## src/rtl/tt_match_pkg.sv

```systemverilog
package tt_match_pkg;

    // Word offsets of the unit's locations relative to its base address
    localparam int OFS_PATTERN = 0;
    localparam int OFS_MASK    = 1;
    localparam int OFS_TRIGGER = 2;
    localparam int OFS_RESULT  = 3;
    localparam int OFS_STATUS  = 4;

    // Status word bit positions
    localparam int STS_VALID_BIT = 0;
    localparam int STS_BUSY_BIT  = 1;

    typedef enum logic [1:0] {
        ST_IDLE = 2'd0,
        ST_EVAL = 2'd1,
        ST_HOLD = 2'd2
    } cmp_state_t;

endpackage

```

## src/rtl/tt_match_regs.sv

```systemverilog
module tt_match_regs
    import tt_match_pkg::*;
#(
    parameter int NUM_BUS   = 2,
    parameter int DATA_W    = 32,
    parameter int ADDR_W    = 8,
    parameter int BASE_ADDR = 64
) (
    input  logic                       clk,
    input  logic                       rst_n,
    input  logic [NUM_BUS-1:0]         wr_en,
    input  logic [NUM_BUS*ADDR_W-1:0]  wr_addr,
    input  logic [NUM_BUS*DATA_W-1:0]  wr_data,
    output logic [DATA_W-1:0]          pattern_q,
    output logic [DATA_W-1:0]          mask_q,
    output logic [DATA_W-1:0]          trig_q,
    output logic                       trig_hit
);

    localparam logic [ADDR_W-1:0] ADDR_PAT = ADDR_W'(BASE_ADDR + OFS_PATTERN);
    localparam logic [ADDR_W-1:0] ADDR_MSK = ADDR_W'(BASE_ADDR + OFS_MASK);
    localparam logic [ADDR_W-1:0] ADDR_TRG = ADDR_W'(BASE_ADDR + OFS_TRIGGER);

    logic [NUM_BUS-1:0] hit_pat;
    logic [NUM_BUS-1:0] hit_msk;
    logic [NUM_BUS-1:0] hit_trg;
    logic [DATA_W-1:0]  bus_data [NUM_BUS];

    // One address decoder per move bus
    generate
        for (genvar i = 0; i < NUM_BUS; i++) begin : g_bus
            logic [ADDR_W-1:0] bus_addr;
            assign bus_addr    = wr_addr[i*ADDR_W +: ADDR_W];
            assign bus_data[i] = wr_data[i*DATA_W +: DATA_W];
            assign hit_pat[i]  = wr_en[i] && (bus_addr == ADDR_PAT);
            assign hit_msk[i]  = wr_en[i] && (bus_addr == ADDR_MSK);
            assign hit_trg[i]  = wr_en[i] && (bus_addr == ADDR_TRG);
        end
    endgenerate

    logic [DATA_W-1:0] pat_nxt;
    logic [DATA_W-1:0] msk_nxt;
    logic [DATA_W-1:0] trg_nxt;

    // Ascending scan: the highest-numbered writing bus wins
    always_comb begin
        pat_nxt = pattern_q;
        msk_nxt = mask_q;
        trg_nxt = trig_q;
        for (int i = 0; i < NUM_BUS; i++) begin
            if (hit_pat[i]) pat_nxt = bus_data[i];
            if (hit_msk[i]) msk_nxt = bus_data[i];
            if (hit_trg[i]) trg_nxt = bus_data[i];
        end
    end

    assign trig_hit = |hit_trg;

    always_ff @(posedge clk or negedge rst_n) begin
        if (!rst_n) begin
            pattern_q <= '0;
            mask_q    <= '1;
            trig_q    <= '0;
        end else begin
            pattern_q <= pat_nxt;
            mask_q    <= msk_nxt;
            trig_q    <= trg_nxt;
        end
    end

    AST_OPERANDS_QUIET: assert property (@(posedge clk) disable iff (!rst_n)
        (wr_en == '0) |=> ($stable(pattern_q) && $stable(mask_q) && $stable(trig_q)));

endmodule

```

## src/rtl/tt_match_core.sv

```systemverilog
module tt_match_core
    import tt_match_pkg::*;
#(
    parameter int DATA_W = 32
) (
    input  logic              clk,
    input  logic              rst_n,
    input  logic              trig_hit,
    input  logic [DATA_W-1:0] trig_q,
    input  logic [DATA_W-1:0] pattern_q,
    input  logic [DATA_W-1:0] mask_q,
    output logic [DATA_W-1:0] result_q,
    output logic              valid,
    output logic              busy
);

    cmp_state_t state_q;
    cmp_state_t state_nxt;

    // Per-bit masked difference
    logic [DATA_W-1:0] diff;
    generate
        for (genvar b = 0; b < DATA_W; b++) begin : g_bit
            assign diff[b] = mask_q[b] & (trig_q[b] ^ pattern_q[b]);
        end
    endgenerate

    logic is_match;
    assign is_match = ~|diff;

    // Next-state logic
    always_comb begin
        state_nxt = state_q;
        unique case (state_q)
            ST_IDLE: if (trig_hit) state_nxt = ST_EVAL;
            ST_EVAL: state_nxt = trig_hit ? ST_EVAL : ST_HOLD;
            ST_HOLD: if (trig_hit) state_nxt = ST_EVAL;
            default: state_nxt = ST_IDLE;
        endcase
    end

    // State register
    always_ff @(posedge clk or negedge rst_n) begin
        if (!rst_n) state_q <= ST_IDLE;
        else        state_q <= state_nxt;
    end

    // Result capture at the end of the compare cycle
    always_ff @(posedge clk or negedge rst_n) begin
        if (!rst_n) begin
            result_q <= '0;
        end else if (state_q == ST_EVAL) begin
            result_q <= DATA_W'(is_match);
        end
    end

    // Output decode
    always_comb begin
        valid = 1'b0;
        busy  = 1'b0;
        unique case (state_q)
            ST_IDLE: ;
            ST_EVAL: busy  = 1'b1;
            ST_HOLD: valid = 1'b1;
            default: ;
        endcase
    end

    AST_EVAL_FINISHES: assert property (@(posedge clk) disable iff (!rst_n)
        (busy && !trig_hit) |=> valid);

    AST_TRIGGER_DROPS_VALID: assert property (@(posedge clk) disable iff (!rst_n)
        trig_hit |=> (busy && !valid));

    AST_RESULT_HELD: assert property (@(posedge clk) disable iff (!rst_n)
        !busy |=> $stable(result_q));

    AST_RESULT_FLAG_ONLY: assert property (@(posedge clk) disable iff (!rst_n)
        valid |-> (result_q[DATA_W-1:1] == '0));

endmodule

```

## src/rtl/tt_match_rdmux.sv

```systemverilog
module tt_match_rdmux
    import tt_match_pkg::*;
#(
    parameter int DATA_W    = 32,
    parameter int ADDR_W    = 8,
    parameter int BASE_ADDR = 64
) (
    input  logic              rd_en,
    input  logic [ADDR_W-1:0] rd_addr,
    input  logic [DATA_W-1:0] pattern_q,
    input  logic [DATA_W-1:0] mask_q,
    input  logic [DATA_W-1:0] trig_q,
    input  logic [DATA_W-1:0] result_q,
    input  logic              valid,
    input  logic              busy,
    output logic [DATA_W-1:0] rd_data
);

    localparam logic [ADDR_W-1:0] ADDR_PAT = ADDR_W'(BASE_ADDR + OFS_PATTERN);
    localparam logic [ADDR_W-1:0] ADDR_MSK = ADDR_W'(BASE_ADDR + OFS_MASK);
    localparam logic [ADDR_W-1:0] ADDR_TRG = ADDR_W'(BASE_ADDR + OFS_TRIGGER);
    localparam logic [ADDR_W-1:0] ADDR_RES = ADDR_W'(BASE_ADDR + OFS_RESULT);
    localparam logic [ADDR_W-1:0] ADDR_STS = ADDR_W'(BASE_ADDR + OFS_STATUS);

    logic [DATA_W-1:0] status_word;
    always_comb begin
        status_word = '0;
        status_word[STS_VALID_BIT] = valid;
        status_word[STS_BUSY_BIT]  = busy;
    end

    always_comb begin
        rd_data = '0;
        if (rd_en) begin
            if      (rd_addr == ADDR_PAT) rd_data = pattern_q;
            else if (rd_addr == ADDR_MSK) rd_data = mask_q;
            else if (rd_addr == ADDR_TRG) rd_data = trig_q;
            else if (rd_addr == ADDR_RES) rd_data = result_q;
            else if (rd_addr == ADDR_STS) rd_data = status_word;
        end
    end

endmodule

```

## src/rtl/tt_match_unit.sv

```systemverilog
module tt_match_unit
    import tt_match_pkg::*;
#(
    parameter int NUM_BUS   = 2,
    parameter int DATA_W    = 32,
    parameter int ADDR_W    = 8,
    parameter int BASE_ADDR = 64
) (
    input  logic                      clk,
    input  logic                      rst_n,
    input  logic [NUM_BUS-1:0]        wr_en,
    input  logic [NUM_BUS*ADDR_W-1:0] wr_addr,
    input  logic [NUM_BUS*DATA_W-1:0] wr_data,
    input  logic                      rd_en,
    input  logic [ADDR_W-1:0]         rd_addr,
    output logic [DATA_W-1:0]         rd_data
);

    logic [DATA_W-1:0] pattern_q;
    logic [DATA_W-1:0] mask_q;
    logic [DATA_W-1:0] trig_q;
    logic [DATA_W-1:0] result_q;
    logic              trig_hit;
    logic              valid;
    logic              busy;

    tt_match_regs #(
        .NUM_BUS   (NUM_BUS),
        .DATA_W    (DATA_W),
        .ADDR_W    (ADDR_W),
        .BASE_ADDR (BASE_ADDR)
    ) u_regs (
        .clk       (clk),
        .rst_n     (rst_n),
        .wr_en     (wr_en),
        .wr_addr   (wr_addr),
        .wr_data   (wr_data),
        .pattern_q (pattern_q),
        .mask_q    (mask_q),
        .trig_q    (trig_q),
        .trig_hit  (trig_hit)
    );

    tt_match_core #(
        .DATA_W (DATA_W)
    ) u_core (
        .clk       (clk),
        .rst_n     (rst_n),
        .trig_hit  (trig_hit),
        .trig_q    (trig_q),
        .pattern_q (pattern_q),
        .mask_q    (mask_q),
        .result_q  (result_q),
        .valid     (valid),
        .busy      (busy)
    );

    tt_match_rdmux #(
        .DATA_W    (DATA_W),
        .ADDR_W    (ADDR_W),
        .BASE_ADDR (BASE_ADDR)
    ) u_rdmux (
        .rd_en     (rd_en),
        .rd_addr   (rd_addr),
        .pattern_q (pattern_q),
        .mask_q    (mask_q),
        .trig_q    (trig_q),
        .result_q  (result_q),
        .valid     (valid),
        .busy      (busy),
        .rd_data   (rd_data)
    );

    AST_NO_BUSY_AND_VALID: assert property (@(posedge clk) disable iff (!rst_n)
        trig_hit |=> !valid);

endmodule

```

## config.mk

```make
export PLATFORM = sky130hd
export DESIGN_NAME = tt_match_unit
export DESIGN_NICKNAME = d
export VERILOG_FILES = /design/src/rtl/tt_match_pkg.sv /design/src/rtl/tt_match_regs.sv /design/src/rtl/tt_match_core.sv /design/src/rtl/tt_match_rdmux.sv /design/src/rtl/tt_match_unit.sv
export SDC_FILE = /design/constraint.sdc
export NUM_CORES = 1
export LEC_CHECK = 0
export CAP_MARGIN = 10
export CORE_ASPECT_RATIO = 1.75
export CORE_UTILIZATION = 41
export DETAILED_ROUTE_END_ITERATION = 10
export PLACE_DENSITY = 0.79
export SKIP_LAST_GASP = 1
export SLEW_MARGIN = 15
export SYNTH_ARGS = -nofsm -noshare
export SYNTH_HDL_FRONTEND = slang
export SYNTH_SLANG_ARGS = --single-unit
```

## constraint.sdc

```tcl
create_clock -name clk -period 1.6 [get_ports clk]
set_input_delay 0.24 -clock clk [delete_from_list [all_inputs] [get_ports clk]]
set_output_delay 0.24 -clock clk [all_outputs]
set_load 0.05 [all_outputs]
```

* After elaboration in Yosys (flattened, before gate mapping)
Cells that the tools add are included.
Storage, ports and cells: bits in registers 99, bits in latches 0, memory bits (writable) 0, bits in read-only memories 0, input port bits 93, word-level logic and storage cells 114, memories kept 0
Operators by class: $add $sub $neg 0, multipliers 0, divide/modulo/power cells 0, $lt $le $gt $ge 0, equal/unequal tests 14, shifts and indexed selects 0, multiplexer cells 17, bitwise gates (word level) 64, reductions and logical operators 14
Operators by type and width (count):
- $mux 32 | 11
- $eq 8x7->1 const B | 11
- $and 1x1->1 | 32
- $reduce_or 32->1 | 1
- $xor 1x1->1 | 32
- $logic_and 1x1->1 | 6
- $mux 2 | 3
- $reduce_bool 2->1 | 3
- $pmux 2 s2 | 1
- $reduce_or 2->1 | 2
- $eq 2x1->1 const B | 1
- $eq 2x2->1 const B | 1
- $logic_not 2->1 | 1
- $mux 1 | 2
- $ne 2x1->1 const B | 1
- $logic_not 1->1 | 1

* Logic depth before layout (Yosys ltp)
Gate-level depths: netlist of run 1.
depth in word-level cells 8, gate-level depth with buffers 7, mapped depth without buffers 5

* Cells and area by module
From an unflattened synthesis of run 1, not the netlist that was laid out.
Second synthesis, totals: cell total of the unflattened synthesis 784, area, all modules 6946.7 um^2
Modules (own cells, without submodules):
- tt_match_regs | times used 1, cells an instance 502, area an instance 4514.3 um^2
- tt_match_rdmux | times used 1, cells an instance 189, area an instance 1635.3 um^2
- tt_match_core | times used 1, cells an instance 93, area an instance 797.0 um^2

* Least setup slack after synthesis of run 1
OpenSTA, ideal clock, no wires.
kind input-to-output, start point in rd_addr[7], end point out rd_data[30], data arrival time 3.504 ns, data required time 1.360 ns, slack -2.144 ns, stages on the path 5, buffers on the path 1, cell sequence nor4b_2 > nand2_1 > or3_4 > buf_6 > a2111oi_0
Between the ends: cells in the longest elaborated chain, start to end 5, elaborated cells on any way between the ends 7, classes of those cells eq/ne (3); mux (4)
RTL lines:
- from (decl) | RTL line tt_match_unit.sv:15 | input logic [ADDR_W-1:0] rd_addr,
- $eq 8x7->1 | RTL line tt_match_rdmux.sv:37 | else if (rd_addr == ADDR_TRG) rd_data = trig_q;
- $mux 32 | RTL line tt_match_rdmux.sv:37
- $mux 32 | RTL line tt_match_rdmux.sv:36 | else if (rd_addr == ADDR_MSK) rd_data = mask_q;
- $mux 32 (*) | RTL line tt_match_rdmux.sv:35 | if (rd_addr == ADDR_PAT) rd_data = pattern_q;
- $mux 32 (*) | RTL line tt_match_rdmux.sv:34 | if (rd_en) begin
- to (decl) | RTL line tt_match_unit.sv:16 | output logic [DATA_W-1:0] rd_data
Every way passes the cells marked *; elsewhere a longest branch is shown, timed or not.

* Worst setup path after layout of run 1
start point in rd_addr[2], end point out rd_data[16]
The elaborated chain is that of the path after synthesis.

==> results of run 1 <==
-- power by group through the flow --
stage,clock [mW],combinational [mW],sequential [mW]
2_1_floorplan,0,0.757,3.13
5_1_grt,2.42,1.61,3.24
3_3_place_gp,0,1.35,3.21
3_5_place_dp,0,1.38,3.22
4_1_cts,2.34,1.42,3.18
6_report,2.33,1.49,3.21
-- worst max-delay path, stage by stage --
cell and delay (ns):
clkdlybuf4s50_1 0.53, nor4_1 0.06, nand2_1 0.18, buf_12 0.17, nor2_1 0.05, buf_4 0.14
a2111oi_4 0.37, clkbuf_16 0.23
-- cell usage after synthesis (all sizes together), types with 6 or more instances --
master     n
nor2     130
a2111oi   30
xor2      32
buf       25
clkbuf    24
dfrtp     67
nor2b     30
a22oi      7
nand2      6
dfstp     32
a21oi    101
nand2b    33
mux2i     97
-- logic make-up after synthesis --
kind of cell	share of synthesized area, %
AO/OA/AOI/OAI	17.94
flip-flops	40.20
XOR/XNOR	4.476
buffers and inverters	5.215
multiplexers	15.50
AND/OR/NAND/NOR	16.66
-- registers in the layout, summed over array words and instances (netlist names) --
register	cells
u_regs.mask_q	32
u_regs.pattern_q	32
u_regs.trig_q	32
u_core.state_q	2
u_core.result_q	1
-- path summary, 6_finish.rpt --
check,cells after the start,slack [ns],from,end
min in group clk,3,0.49,wr_data[46],u_regs.mask_q[14]
max,8,-0.62,rd_addr[2],rd_data[16]
max reg2reg,6,-0.06,u_regs.trig_q[29],u_core.result_q[0]
max in group asynchronous,3,0.74,rst_n,u_regs.mask_q[11]
min,3,0.42,rst_n,u_regs.trig_q[27]
min reg2reg,1,0.50,u_core.state_q[1],u_core.state_q[0]
-- layout make-up --
type	instances	share of cell area, %
Inverter	2	0.07527
Tap cell	183	2.296
Clock inverter	3	0.4516
Clock buffer	13	2.710
Sequential cell	99	25.24
Antenna cell	2	0.05018
Timing Repair Buffer	214	27.73
Multi-Input combinational cell	496	41.45
-- stage by stage --
stage | total power [mW] | util, % | setup slack (ns) | setup TNS [ns]
after floorplan | 3.889 | - | -0.3987 | -11.76
after global placement | 4.557 | 58.19 | -0.8493 | -79.84
after detailed placement | 4.606 | 58.19 | -0.8591 | -85.05
after CTS | 6.942 | 64.74 | -0.6489 | -17.44
after global routing | 7.268 | 66.88 | -0.6513 | -19.85
final | 7.027 | 66.88 | -0.6248 | -16.88
-- layer usage --
layer	track usage [%]	part of all wire (%)	vias up
met5	0	0	-
li1	-	-	2648
met1	33.32	34	2944
met3	3.984	5.3	125
met2	52.79	53	320
met4	19.40	7.5	0
-- repair_timing --
action | in CTS | in global routing
hold endpoints to repair | 67 | 0
cloned | 13 | 8
hold buffers | 1 | 0
resized for setup | 82 | 85
setup buffers | 17 | 13
setup endpoints to repair | 131 | 98
pin swaps | 30 | 36
==> summary.md, run 1 <==
| Metric | Value |
|---|---|
| Share of the synthesized area in the top cell type | 26.77% |
| Ys async rst share | 100.0% |
| Commonest cells after routing, fill and taps aside | nor2_1, a21oi_1, mux2i_1 |
| Post-DR wirelength/cell | 23.81 microns |
| Routed WL | 24090 microns |
| Sw Share | 29.30% |
| Pins over their slew limit | 0 |
| Cells after Synth | 646 |
| Finished Layout Cells | about 1000 |
| HPWL Detailed | 13740 microns |
| Vias in the first global route | approximately 6200 |
| Pre-antenna DRT Iters | 5 |
| Arrival @ worst endpoint | 1.98 ns |
| Crit Path Class | input port to output port |
| Placed insts | 954 |
| Global route total overflow | 0 |
| Maximum VDD drop | between 500 and 600 uV |
| DRT antenna net count | 0 |
| Initial Util | 42.00% |
| CTS tree | built |
| Share of layout cells above drive strength 1 | 33.13% |
| RSZ-0062 raised after global routing | yes |
| CORE AREA | 14910 sq um |
| Element type at the critical path end | output port |
| Clock root cell | clkbuf_16 |
| Period minus WS final | 2.225 ns |
| Clock power frac | 33.2% |
| Synthesis Warnings | 0 |
| Die area | 15790 sq um |
| Synth cell types | 35 |
| Startpoint types | input port |
| Vias per cell | 5.965 |
| Row count | 59 |
| CTS sink cnt | 99 |
| Pleak | 4.462 nW |
| I/O pins | 125 |
| Clk_lat worst skew | 0.34 ns |
| Worst path required time | 1.36 ns |
| Initial antenna violation count | 2 |
| Period Utilization, post-route | 139.0% |
| Width of the die | 95.43 microns |
| Power Density | between 700 and 800 nW/um^2 |
| Register area share after synthesis | roughly two fifths |
| CTS H-tree lvls | 3 |
| Most common cell after layout, fill and taps aside | nor2_1 |
| Mapped cell area | between 6000 and 7000 sq um |
| Via count | 6037 |
| Final-stage net count | 915 |
| DRT iter0 DRCs | 350 |
| Critical path fanouts, max | 13 |
| Status | finished, violations left |
| Endpoints failing setup | 35 |
| Max Cap Violations | 0 |
| Fill count | 1078 |
| CTS Buf Count | 9 |
| Multi-input logic area | 4134 sq um |
| Total track usage | 30.05% |
| Seq. cell area | 2517 sq um |
| Yosys top cell by area | dfrtp_1 |
| CTS clk-pin slew, worst paths | 0.07 ns |
| Port bufs | 124 |
| Fin area | around 10000 sq um |
| Number of remaining DRC errors | 0 |
| Mapped Avg Cell Area | 9.694 sq um |
| Worst-Margin Slew | 0.5449 ns |
| FF+latch count, synth | 99 |
| Largest net degree at the start of global routing | 65 |
| Placed inst area | 8677 sq um |
| Combinational share of power | a little over a fifth |
| Setup Skew | roughly 0.0063 ns |
| RePlAce Congestion | ~0.84 |
| Synthesized Nets | 739 |
| Area growth syn-to-layout | 59.26% |
| Internal power | 4.968 mW |
| Final WS setup | -0.6248 ns |
| Synth area leaders | dfrtp_1, mux2i_1, dfstp_2, a21oi_1, nor2_1 |
| Hold slack | 0.4245 ns |
| Switch Pwr | 2.059 mW |
| CTS Buffer Depth | 2 |
| Relative slew margins | 63.67% |
| Sequential share of power | between 40 and 50% |
| Failing checks | negative setup slack |
| Post-synth EDFFs | 0 |
| First-pass GRT wire length | between 30000 and 40000 microns |
| Fmax | 449.5 MHz |
| Hold crit path type | input port to async pin |
| Main synth FF type | dfrtp_1 |
| Die H | 165.5 microns |
| Final Hold Viols | 0 |
Note: power is estimated with default switching activity, not from simulation.
==> run 2, diff against run 1 <==
Settings changed: CORE_UTILIZATION 41 to 48, CTS_BUF_LIST set to sky130_fd_sc_hd__clkbuf_4 sky130_fd_sc_hd__clkbuf_8 sky130_fd_sc_hd__clkbuf_16, PLACE_DENSITY 0.79 to 0.89.
==> run 2 against run 1 <==
  * The flow still finishes with violations (negative setup slack)
  * Final cell count is 3.2% lower
  * Fmax grew 3.5%
  * Global-route usage grew 5.3 points
  * First-iteration DRC count grew 52%
  * Register-to-register slack worse by 0.18 ns
  * Count of clock-buffer cells in the layout down 2
  * Core utilization up 11 points
  * Clock skew is 0.00080 ns lower
  * Routed wire length is 6.3% higher
  * Critical path type unchanged
==> summary.md, run 2 (synthesis results as in run 1) <==
| Metric | Value |
|---|---|
| CTS Buffer Depth | 2 |
| Final Hold Viols | 0 |
| Width of the die | 88.34 microns |
| Global route total overflow | 0 |
| Period minus WS final | 2.149 ns |
| Area growth syn-to-layout | 55.74% |
| CTS sink cnt | 99 |
| Pleak | 4.391 nW |
| Vias in the first global route | 6650 |
| Clk_lat worst skew | ~0.34 ns |
| Post-DR wirelength/cell | 26.12 microns |
| CP max-delay cell | or3_4 |
| Number of remaining DRC errors | 0 |
| Hold crit path type | input port to async pin |
| Final WS setup | -0.5486 ns |
| Clock power frac | 31.9% |
| DRT iter0 DRCs | 532 |
| Crit-path cells | buf_6, nor4b_4, nand2_1, or3_4, buf_12, buf_16, a2111oi_4, clkbuf_16 |
| Top Registers | u_regs.mask_q x32, u_regs.pattern_q x32, u_regs.trig_q x32 |
| RSZ-0062 raised after global routing | yes |
| Critical path fanouts, max | 5 |
| Placed inst area | 8663 sq um |
| Switch Pwr | approximately 2.2 mW |
| Top delay family on crit path | simple AND/OR/NAND/NOR gates |
| Via count | 6416 |
| Crit Path Class | input port to output port |
| Maximum VDD drop | slightly below 700 uV |
| Final Power | 7.053 mW |
| First-pass GRT wire length | 35460 microns |
| CTS tree | built |
| HPWL Detailed | ~14000 microns |
| Combinational share of power | ~22% |
| Power Density | 723.1 nW/um^2 |
| CTS clk-pin slew, worst paths | 0.07 ns |
| Port bufs | roughly 120 |
| Startpoint types | input port |
| Final Util | 77.61% |
| Fin area | 9753 sq um |
| Routed WL | between 20000 and 30000 microns |
| Worst-Margin Slew | 0.4675 ns |
| Largest net degree at the start of global routing | 52 |
| Period Utilization, post-route | 134.3% |
| Max Cap Violations | 0 |
| Initial antenna violation count | 1 |
| Share of layout cells above drive strength 1 | 31.73% |
| Endpoints failing setup | between 40 and 50 |
| Setup Skew | 0.005473 ns |
| Most common cell after layout, fill and taps aside | nor2_1 |
| Pre-antenna DRT Iters | 5 |
| Arrival @ worst endpoint | around 1.9 ns |
| Relative slew margins | 68.73% |
| I/O pins | approximately 130 |
| Sequential share of power | 45.8% |
| Vias per cell | between 6 and 7 |
| Pins over their slew limit | 0 |
| Final-stage net count | 898 |
| Critical path buffer and inverter count | 4 |
| Total track usage | a little over a third |
| Finished Layout Cells | 980 |
| Commonest cells after routing, fill and taps aside | nor2_1, mux2i_1, a21oi_1 |
| RePlAce Congestion | 0.8859 |
| Crit-path max cell delay | about 0.37 ns |
| CTS H-tree lvls | 3 |
| DRT antenna net count | 0 |
| R2R depth | 6 |
| Row count | 54 |
| Placed insts | 935 |
| Die area | 13520 sq um |
| CP Depth | 8 |
| Sw Share | 30.49% |
| Internal power | a little under 5 mW |
| Clock root cell | clkbuf_16 |
| Failing checks | negative setup slack |
| Worst path required time | 1.36 ns |
| Initial Util | 49.83% |
| Die H | 153.1 microns |
| Fmax | 465.4 MHz |
| CORE AREA | 12570 sq um |
| Status | finished, violations left |
| Element type at the critical path end | output port |
| CTS Buf Count | 9 |
## run 2: cell types whose count changed in the layout (fill, tap and decap cells not counted), moves of 3 or more
cell	before	now
clkbuf_8	3	0
buf_4	46	33
a21oi_1	93	86
buf_6	16	7
nor2_1	97	108
nor2_2	21	17
nor2_4	12	5
a21oi_2	7	14
buf_12	42	47
dlygate4sd2_1	6	9
## run 2: cell type report
cell class | count | area (sq um)
Multi-Input combinational cell | 497 | 4118
Fill cell | 725 | 2814
Timing Repair Buffer | 196 | 2592
Sequential cell | 99 | 2517
Clock buffer | 11 | 240.2
Tap cell | 168 | 210.2
Clock inverter | 5 | 62.56
Inverter | 2 | 7.507
Antenna cell | 2 | 5.005
## run 2: what timing repair did
action | 4_1_cts | 5_1_grt
hold buffers | 1 | 0
resized for setup | 84 | 55
endpoints found under the hold margin | 12 | 0
endpoints found under the setup margin | 131 | 118
pin swaps | 28 | 24
buffers inserted | 14 | 3
cloned | 10 | 9
## run 2: path summary, 6_finish.rpt
path	to	slack (ns)	from
min in group clk	u_regs.mask_q[23]	0.50	wr_data[55]
max in group asynchronous	u_regs.mask_q[18]	0.69	rst_n
worst max register to register	u_core.result_q[0]	-0.24	u_regs.pattern_q[0]
worst max-delay path	rd_data[22]	-0.55	rd_addr[5]
worst min register to register	u_core.state_q[0]	0.53	u_core.state_q[1]
worst min-delay path	u_regs.trig_q[27]	0.30	rst_n
## run 2: per-stage QoR
| step | setup TNS (ns) | hold WS, ns | worst slack (ns) |
|---|---|---|---|
| after floorplan | -11.76 | -0.05559 | -0.3987 |
| after global placement | -74.77 | 0.1062 | -0.7622 |
| after detailed placement | -85.02 | 0.1098 | -0.8288 |
| after CTS | -15.52 | 0.3085 | -0.5975 |
| after global routing | -17.54 | 0.3206 | -0.6024 |
| final | -15.90 | 0.3037 | -0.5486 |
## run 2: power groups by stage
stage               clock network, mW  logic (mW)  registers, mW
floorplan                           0       0.757           3.13
global placement                    0        1.34           3.20
detailed placement                  0        1.41           3.23
CTS                              2.25        1.46           3.19
global route                     2.36        1.66           3.25
finish                           2.25        1.57           3.23
## run 2: metal layers
metal  GRT usage (%)  part of all wire, %  vias to the layer above
met5               0                    0                        -
met4           24.50                  8.6                        0
met3           6.048                  8.2                      178
met2           60.88                   51                      510
met1           38.14                   32                     3112
li1                -                    -                     2616
